`src/rtl/seg_xlate_pkg.sv`:
```
package seg_xlate_pkg;

   typedef enum logic [1:0] {
      ACC_READ  = 2'b00,
      ACC_WRITE = 2'b01,
      ACC_FETCH = 2'b10,
      ACC_RSVD  = 2'b11
   } acc_kind_e;

   typedef enum logic [1:0] {
      FLT_NONE   = 2'b00,
      FLT_BOUNDS = 2'b01,
      FLT_PERM   = 2'b10,
      FLT_UNUSED = 2'b11
   } fault_kind_e;

   localparam int PERM_W  = 3;
   localparam int PERM_RD = 0;
   localparam int PERM_WR = 1;
   localparam int PERM_FX = 2;

endpackage

```
`src/rtl/seg_table.sv`:
```
module seg_table #(
   parameter int NSEG   = 4,
   parameter int IDX_W  = 2,
   parameter int BASE_W = 16,
   parameter int LEN_W  = 13,
   parameter int PERM_W = 3
) (
   input  logic              clk,
   input  logic              rst_n,
   input  logic              wr_en,
   input  logic [IDX_W-1:0]  wr_idx,
   input  logic [BASE_W-1:0] wr_base,
   input  logic [LEN_W-1:0]  wr_len,
   input  logic [PERM_W-1:0] wr_perm,
   input  logic [IDX_W-1:0]  rd_idx,
   output logic [BASE_W-1:0] rd_base,
   output logic [LEN_W-1:0]  rd_len,
   output logic [PERM_W-1:0] rd_perm
);

   generate
      if (NSEG != (1 << IDX_W)) begin : g_bad_depth
         $error("seg_table: NSEG must equal 2**IDX_W");
      end
   endgenerate

   logic [NSEG-1:0][BASE_W-1:0] base_all;
   logic [NSEG-1:0][LEN_W-1:0]  len_all;
   logic [NSEG-1:0][PERM_W-1:0] perm_all;

   for (genvar g = 0; g < NSEG; g++) begin : g_ent
      logic [BASE_W-1:0] ent_base_q;
      logic [LEN_W-1:0]  ent_len_q;
      logic [PERM_W-1:0] ent_perm_q;
      logic              hit;

      assign hit = wr_en && (wr_idx == IDX_W'(g));

      always_ff @(posedge clk or negedge rst_n) begin
         if (!rst_n) begin
            ent_base_q <= '0;
            ent_len_q  <= '0;
            ent_perm_q <= '0;
         end else if (hit) begin
            ent_base_q <= wr_base;
            ent_len_q  <= wr_len;
            ent_perm_q <= wr_perm;
         end
      end

      assign base_all[g] = ent_base_q;
      assign len_all[g]  = ent_len_q;
      assign perm_all[g] = ent_perm_q;
   end

   assign rd_base = base_all[rd_idx];
   assign rd_len  = len_all[rd_idx];
   assign rd_perm = perm_all[rd_idx];

endmodule

```
`src/rtl/seg_check.sv`:
```
module seg_check
   import seg_xlate_pkg::*;
#(
   parameter int OFF_W  = 12,
   parameter int LEN_W  = 13,
   parameter int BASE_W = 16
) (
   input  logic [BASE_W-1:0] ent_base,
   input  logic [LEN_W-1:0]  ent_len,
   input  logic [PERM_W-1:0] ent_perm,
   input  logic [OFF_W-1:0]  offset,
   input  logic [1:0]        acc,
   output logic [BASE_W-1:0] paddr,
   output logic [1:0]        cause
);

   generate
      if (LEN_W < OFF_W + 1) begin : g_bad_len
         $error("seg_check: LEN_W must hold a full-size segment length");
      end
      if (BASE_W < OFF_W) begin : g_bad_base
         $error("seg_check: BASE_W must be at least OFF_W");
      end
   endgenerate

   logic              in_range;
   logic              perm_ok;
   logic [BASE_W-1:0] sum;

   assign in_range = LEN_W'(offset) < ent_len;
   assign sum      = ent_base + BASE_W'(offset);

   always_comb begin
      unique case (acc)
         ACC_READ:  perm_ok = ent_perm[PERM_RD];
         ACC_WRITE: perm_ok = ent_perm[PERM_WR];
         ACC_FETCH: perm_ok = ent_perm[PERM_FX];
         default:   perm_ok = 1'b0;
      endcase
   end

   always_comb begin
      if (!in_range) begin
         cause = FLT_BOUNDS;
      end else if (!perm_ok) begin
         cause = FLT_PERM;
      end else begin
         cause = FLT_NONE;
      end
      paddr = (cause == FLT_NONE) ? sum : '0;
   end

endmodule

```
`src/rtl/seg_rsp_reg.sv`:
```
module seg_rsp_reg #(
   parameter int PA_W = 16
) (
   input  logic            clk,
   input  logic            rst_n,
   input  logic            in_valid,
   input  logic [PA_W-1:0] in_paddr,
   input  logic [1:0]      in_cause,
   output logic            out_valid,
   output logic [PA_W-1:0] out_paddr,
   output logic            out_fault,
   output logic [1:0]      out_cause
);

   always_ff @(posedge clk or negedge rst_n) begin
      if (!rst_n) begin
         out_valid <= 1'b0;
         out_paddr <= '0;
         out_fault <= 1'b0;
         out_cause <= 2'b00;
      end else if (in_valid) begin
         out_valid <= 1'b1;
         out_paddr <= in_paddr;
         out_fault <= |in_cause;
         out_cause <= in_cause;
      end else begin
         out_valid <= 1'b0;
         out_paddr <= '0;
         out_fault <= 1'b0;
         out_cause <= 2'b00;
      end
   end

endmodule

```
`src/rtl/seg_xlate_top.sv`:
```
module seg_xlate_top
   import seg_xlate_pkg::*;
#(
   parameter int VA_W     = 14,
   parameter int SEG_BITS = 2,
   parameter int PA_W     = 16
) (
   input  logic                       clk,
   input  logic                       rst_n,
   input  logic                       req_valid,
   input  logic [VA_W-1:0]            req_vaddr,
   input  logic [1:0]                 req_acc,
   input  logic                       cfg_we,
   input  logic [SEG_BITS-1:0]        cfg_idx,
   input  logic [PA_W-1:0]            cfg_base,
   input  logic [VA_W-SEG_BITS:0]     cfg_len,
   input  logic [PERM_W-1:0]          cfg_perm,
   output logic                       rsp_valid,
   output logic [PA_W-1:0]            rsp_paddr,
   output logic                       rsp_fault,
   output logic [1:0]                 rsp_cause
);

   localparam int NSEG  = 1 << SEG_BITS;
   localparam int OFF_W = VA_W - SEG_BITS;
   localparam int LEN_W = OFF_W + 1;

   generate
      if (SEG_BITS < 1 || SEG_BITS >= VA_W) begin : g_bad_split
         $error("seg_xlate_top: SEG_BITS must leave a nonempty offset");
      end
   endgenerate

   logic [SEG_BITS-1:0] sel;
   logic [OFF_W-1:0]    off;
   logic [PA_W-1:0]     tbl_base;
   logic [LEN_W-1:0]    tbl_len;
   logic [PERM_W-1:0]   tbl_perm;
   logic [PA_W-1:0]     xl_paddr;
   logic [1:0]          xl_cause;

   assign sel = req_vaddr[VA_W-1 -: SEG_BITS];
   assign off = req_vaddr[OFF_W-1:0];

   seg_table #(
      .NSEG   (NSEG),
      .IDX_W  (SEG_BITS),
      .BASE_W (PA_W),
      .LEN_W  (LEN_W),
      .PERM_W (PERM_W)
   ) table_i (
      .clk     (clk),
      .rst_n   (rst_n),
      .wr_en   (cfg_we),
      .wr_idx  (cfg_idx),
      .wr_base (cfg_base),
      .wr_len  (cfg_len),
      .wr_perm (cfg_perm),
      .rd_idx  (sel),
      .rd_base (tbl_base),
      .rd_len  (tbl_len),
      .rd_perm (tbl_perm)
   );

   seg_check #(
      .OFF_W  (OFF_W),
      .LEN_W  (LEN_W),
      .BASE_W (PA_W)
   ) check_i (
      .ent_base (tbl_base),
      .ent_len  (tbl_len),
      .ent_perm (tbl_perm),
      .offset   (off),
      .acc      (req_acc),
      .paddr    (xl_paddr),
      .cause    (xl_cause)
   );

   seg_rsp_reg #(
      .PA_W (PA_W)
   ) rsp_i (
      .clk       (clk),
      .rst_n     (rst_n),
      .in_valid  (req_valid),
      .in_paddr  (xl_paddr),
      .in_cause  (xl_cause),
      .out_valid (rsp_valid),
      .out_paddr (rsp_paddr),
      .out_fault (rsp_fault),
      .out_cause (rsp_cause)
   );

endmodule

```
`config.mk`:
```
export PLATFORM = sky130hd
export DESIGN_NAME = seg_xlate_top
export DESIGN_NICKNAME = d
export VERILOG_FILES = /design/src/rtl/seg_xlate_pkg.sv /design/src/rtl/seg_table.sv /design/src/rtl/seg_check.sv /design/src/rtl/seg_rsp_reg.sv /design/src/rtl/seg_xlate_top.sv
export SDC_FILE = /design/constraint.sdc
export NUM_CORES = 1
export LEC_CHECK = 0
export BUFFER_PORTS_ARGS = -buffer_cell sky130_fd_sc_hd__buf_2
export CAP_MARGIN = 40
export CORE_ASPECT_RATIO = 0.75
export CORE_MARGIN = 5
export CORE_UTILIZATION = 59
export DETAILED_ROUTE_END_ITERATION = 12
export GPL_TIMING_DRIVEN = 0
export PLACE_DENSITY = 0.88
export RECOVER_POWER = 50
export SYNTH_ARGS = -nofsm -noshare
export SYNTH_HDL_FRONTEND = slang
export SYNTH_HIERARCHICAL = 1
export SYNTH_SLANG_ARGS = --single-unit
```
`constraint.sdc`:
```
create_clock -name clk -period 7 [get_ports clk]
set_input_delay 0.35 -clock clk [delete_from_list [all_inputs] [get_ports clk]]
set_output_delay 0.35 -clock clk [all_outputs]
set_load 0.02 [all_outputs]
```
==> results.yml <==
run_status:
  status: "finished with violations"
  violations: "max-capacitance violations, max-slew violations"
synth:
  syn_nets: 604
  synth_top_family_by_area: "multiplexers"
  synthAdderAreaFrac_pct: 4.18
  synth-simple-area-share_pct: 6.71
  synth-seq-area-share_pct: 50.2
  syn_avg_cell_area_um2: 14.0
  syn_area_um2: 7370
  async_reset_ff_share_pct: 100
  synth_compound_area_share_pct: 6.01
  yosysWarnings: 6
  synthMuxAreaShare_pct: 29.6
  synth_edf_count: 0
  synth_top_area_share_pct: 50.2
  ys_top_cells_by_area: "dfrtp_1, mux2_2, mux4_2"
  yosys.area_share.xor_xnor_pct: 0.475
  netlist_instances: 526
  ys_types: 57
  ys_seq_elements: 148
  yosysTopAreaCell: "dfrtp_1"
  ys.flop_type: "dfrtp_1"
clock_network:
  cts_tree: "yes"
  cts-hold-fix-buffers: 1
  cts-root-buf: "clkbuf_16"
  clk_pin_slew_ns: 0.07
  postCtsSetupRepairBufs: 0
  cts_resized: 0
  htreeDepth: 4
  clk-insertion-delay-late_ns: 0.42
  clockBufferDepth: 2
  cts.sinks: 148
  numCtsBuffers: 17
route:
  drc: 0
  drtIter0Drc: 315
  dr.pass1.iters: 5
  via_per_inst: 6.02
  routed-via-count: 4813
  wirelength_mm: 17.0
  wl_per_cell_um: 21.2
  postRouteAntennaNets: 0
sta:
  finalSetupTns_ns: 0
  max-slew-margin-rel_pct: -160
  layout_setup_ws_ns: 2.99
  slew_viol_final: 73
  grt_setup_unrepaired: "false"
  fmax_mhz: 249
  fin_skew_ns: 0.00933
  hold_violations: 0
  final-setup-viol-count: 0
  fin_crit_ns: 4.01
  worstMarginPinSlew_ns: 3.89
  post-route-period-util_pct: 57.3
placement:
  gp_congestion: 0.882
  place_hpwl_mm: 12.3
  dp_slack_ns: 3.24
  io_buffers: 72
finish:
  drive_above_1_share_pct: 46.0
  syn2layout_area_growth_pct: 16.6
  fin_nets: 698
  final_util_pct: 70.1
  layout_commonest_cell: "dfrtp_1"
  num_antenna_cells: 0
  final_cell_mix: "dfrtp_1, mux2_2, buf_2"
grt:
  grt_pass1_wl_mm: 27.4
  overflow: 0
  antenna_found_initial: 0
  grt_start_max_net_pins: 77
  grt_pass1_vias: 5139
  gr-usage-all-layers_pct: 23.8
floorplan:
  die-width_um: 139
  num_io_pins: 74
  die_h_um: 107
  die_area_um2: 14900
  core_area_um2: 12300
  initial_core_util_pct: 60.1
  std_cell_rows: 35
worst_setup_path:
  crit_path_top_delay_cell: "clkbuf_1"
  cp_max_fo: 73
  path_delay_family: "buffers and inverters"
  criticalPathCategory: "in -> async"
  critPathRequiredTime_ns: 6.63
  path_buf_inv: 2
  cp-end-kind: "asynchronous set/reset pin"
  slowest_delay_ns: 2.71
  worstPathCellList: "dlygate4sd3_1, clkbuf_1"
  cp.arrival_ns: 3.64
  cp-start-kind: "input port"
power_and_ir_drop:
  p_comb_share_pct: 24.4
  internal-power_mw: 1.94
  power_mw: 2.73
  power.leakage_nw: 3.81
  power_switching_mw: 0.786
  p_seq_share_pct: 40.0
  power.density_nw_per_um2: 317
  power_frac_clock_pct: 35.7
  ir_drop_mv: 0.209
  swShare_pct: 28.8
worst_hold_path:
  hold_class: "in -> reg"
flow_run:
  maxCapViolCount: 1
## final timing paths
check                      slack (ns)  cells past startpoint                             end                      startpoint
max                              2.99                      2  table_i/g_ent[1].ent_perm_q[2]                           rst_n
min                              0.20                      2   table_i/g_ent[3].ent_len_q[3]                      cfg_len[3]
max reg2reg                      3.98                     11              rsp_i/out_paddr[1]  table_i/g_ent[2].ent_len_q[10]
min reg2reg                      0.50                      1  table_i/g_ent[0].ent_base_q[6]  table_i/g_ent[0].ent_base_q[6]
max in group clk                 3.57                     12             rsp_i/out_paddr[14]                   req_vaddr[13]
min in group asynchronous        1.83                      2                 rsp_i/out_fault                           rst_n
## cells in the mapped netlist (5+ instances only)
cell / number
dfrtp_1: 148
mux2_2: 127
mux4_2: 32
ha_1: 23
inv_1: 18
a21oi_1: 15
and2_2: 14
buf_2: 13
nand2_1: 13
nor3_1: 11
nor2_1: 9
nand3_1: 8
a21o_1: 6
clkbuf_1: 5
o211ai_1: 5
o21ai_0: 5
## power by group through the flow
stage | logic [mW] | clock network (mW) | registers, mW
6_report | 0.664 | 0.972 | 1.09
5_1_grt | 0.729 | 1.02 | 1.10
4_1_cts | 0.665 | 0.988 | 1.09
3_5_place_dp | 0.658 | 0 | 1.10
3_3_place_gp | 0.621 | 0 | 1.08
2_1_floorplan | 0.464 | 0 | 1.09
## sequential cells by signal, indices dropped and copies added (netlist names)
signal,count
rsp_i/out_paddr,16
table_i/g_ent.ent_len_q,52
rsp_i/out_cause,2
rsp_i/out_fault,1
table_i/g_ent.ent_perm_q,12
rsp_i/out_valid,1
table_i/g_ent.ent_base_q,64
## area by class of cell
type | instances | area [um^2]
multi-input cells | 334 | 3460
well taps | 166 | 208
clock buffers | 21 | 470
inverters | 18 | 67.6
flip-flops and latches | 148 | 3700
plain buffers | 26 | 121
clock inverters | 11 | 165
repair buffers | 75 | 402
fillers | 792 | 3670
## cells by family (layout without fill, tap and decap cells)
logic type | after synthesis | count (layout)
XOR/XNOR | 4 | 4
AND/OR/NAND/NOR | 84 | 84
AO/OA/AOI/OAI | 60 | 60
adder cells (fa/ha/maj) | 24 | 24
multiplexers | 162 | 162
flip-flops | 148 | 148
buffers and inverters | 44 | 151
## layer usage
layer  GRT usage [%]  up-vias  part of all wire (%)
met5               0        -                     0
met4            5.66        0                   1.2
met3            5.80       20                   6.0
met2            38.5      154                    48
met1            33.0     2467                    45
li1                -     2172                     -
## per-stage QoR
step	hold WS [ns]	cell area (um^2)	cells
floorplan	0.0544	7370	526
global placement	0.464	7940	764
detailed placement	0.405	7980	766
CTS	0.157	8630	799
global route	0.207	8600	799
finish	0.204	8600	799
(Power assumes the default switching activity.)
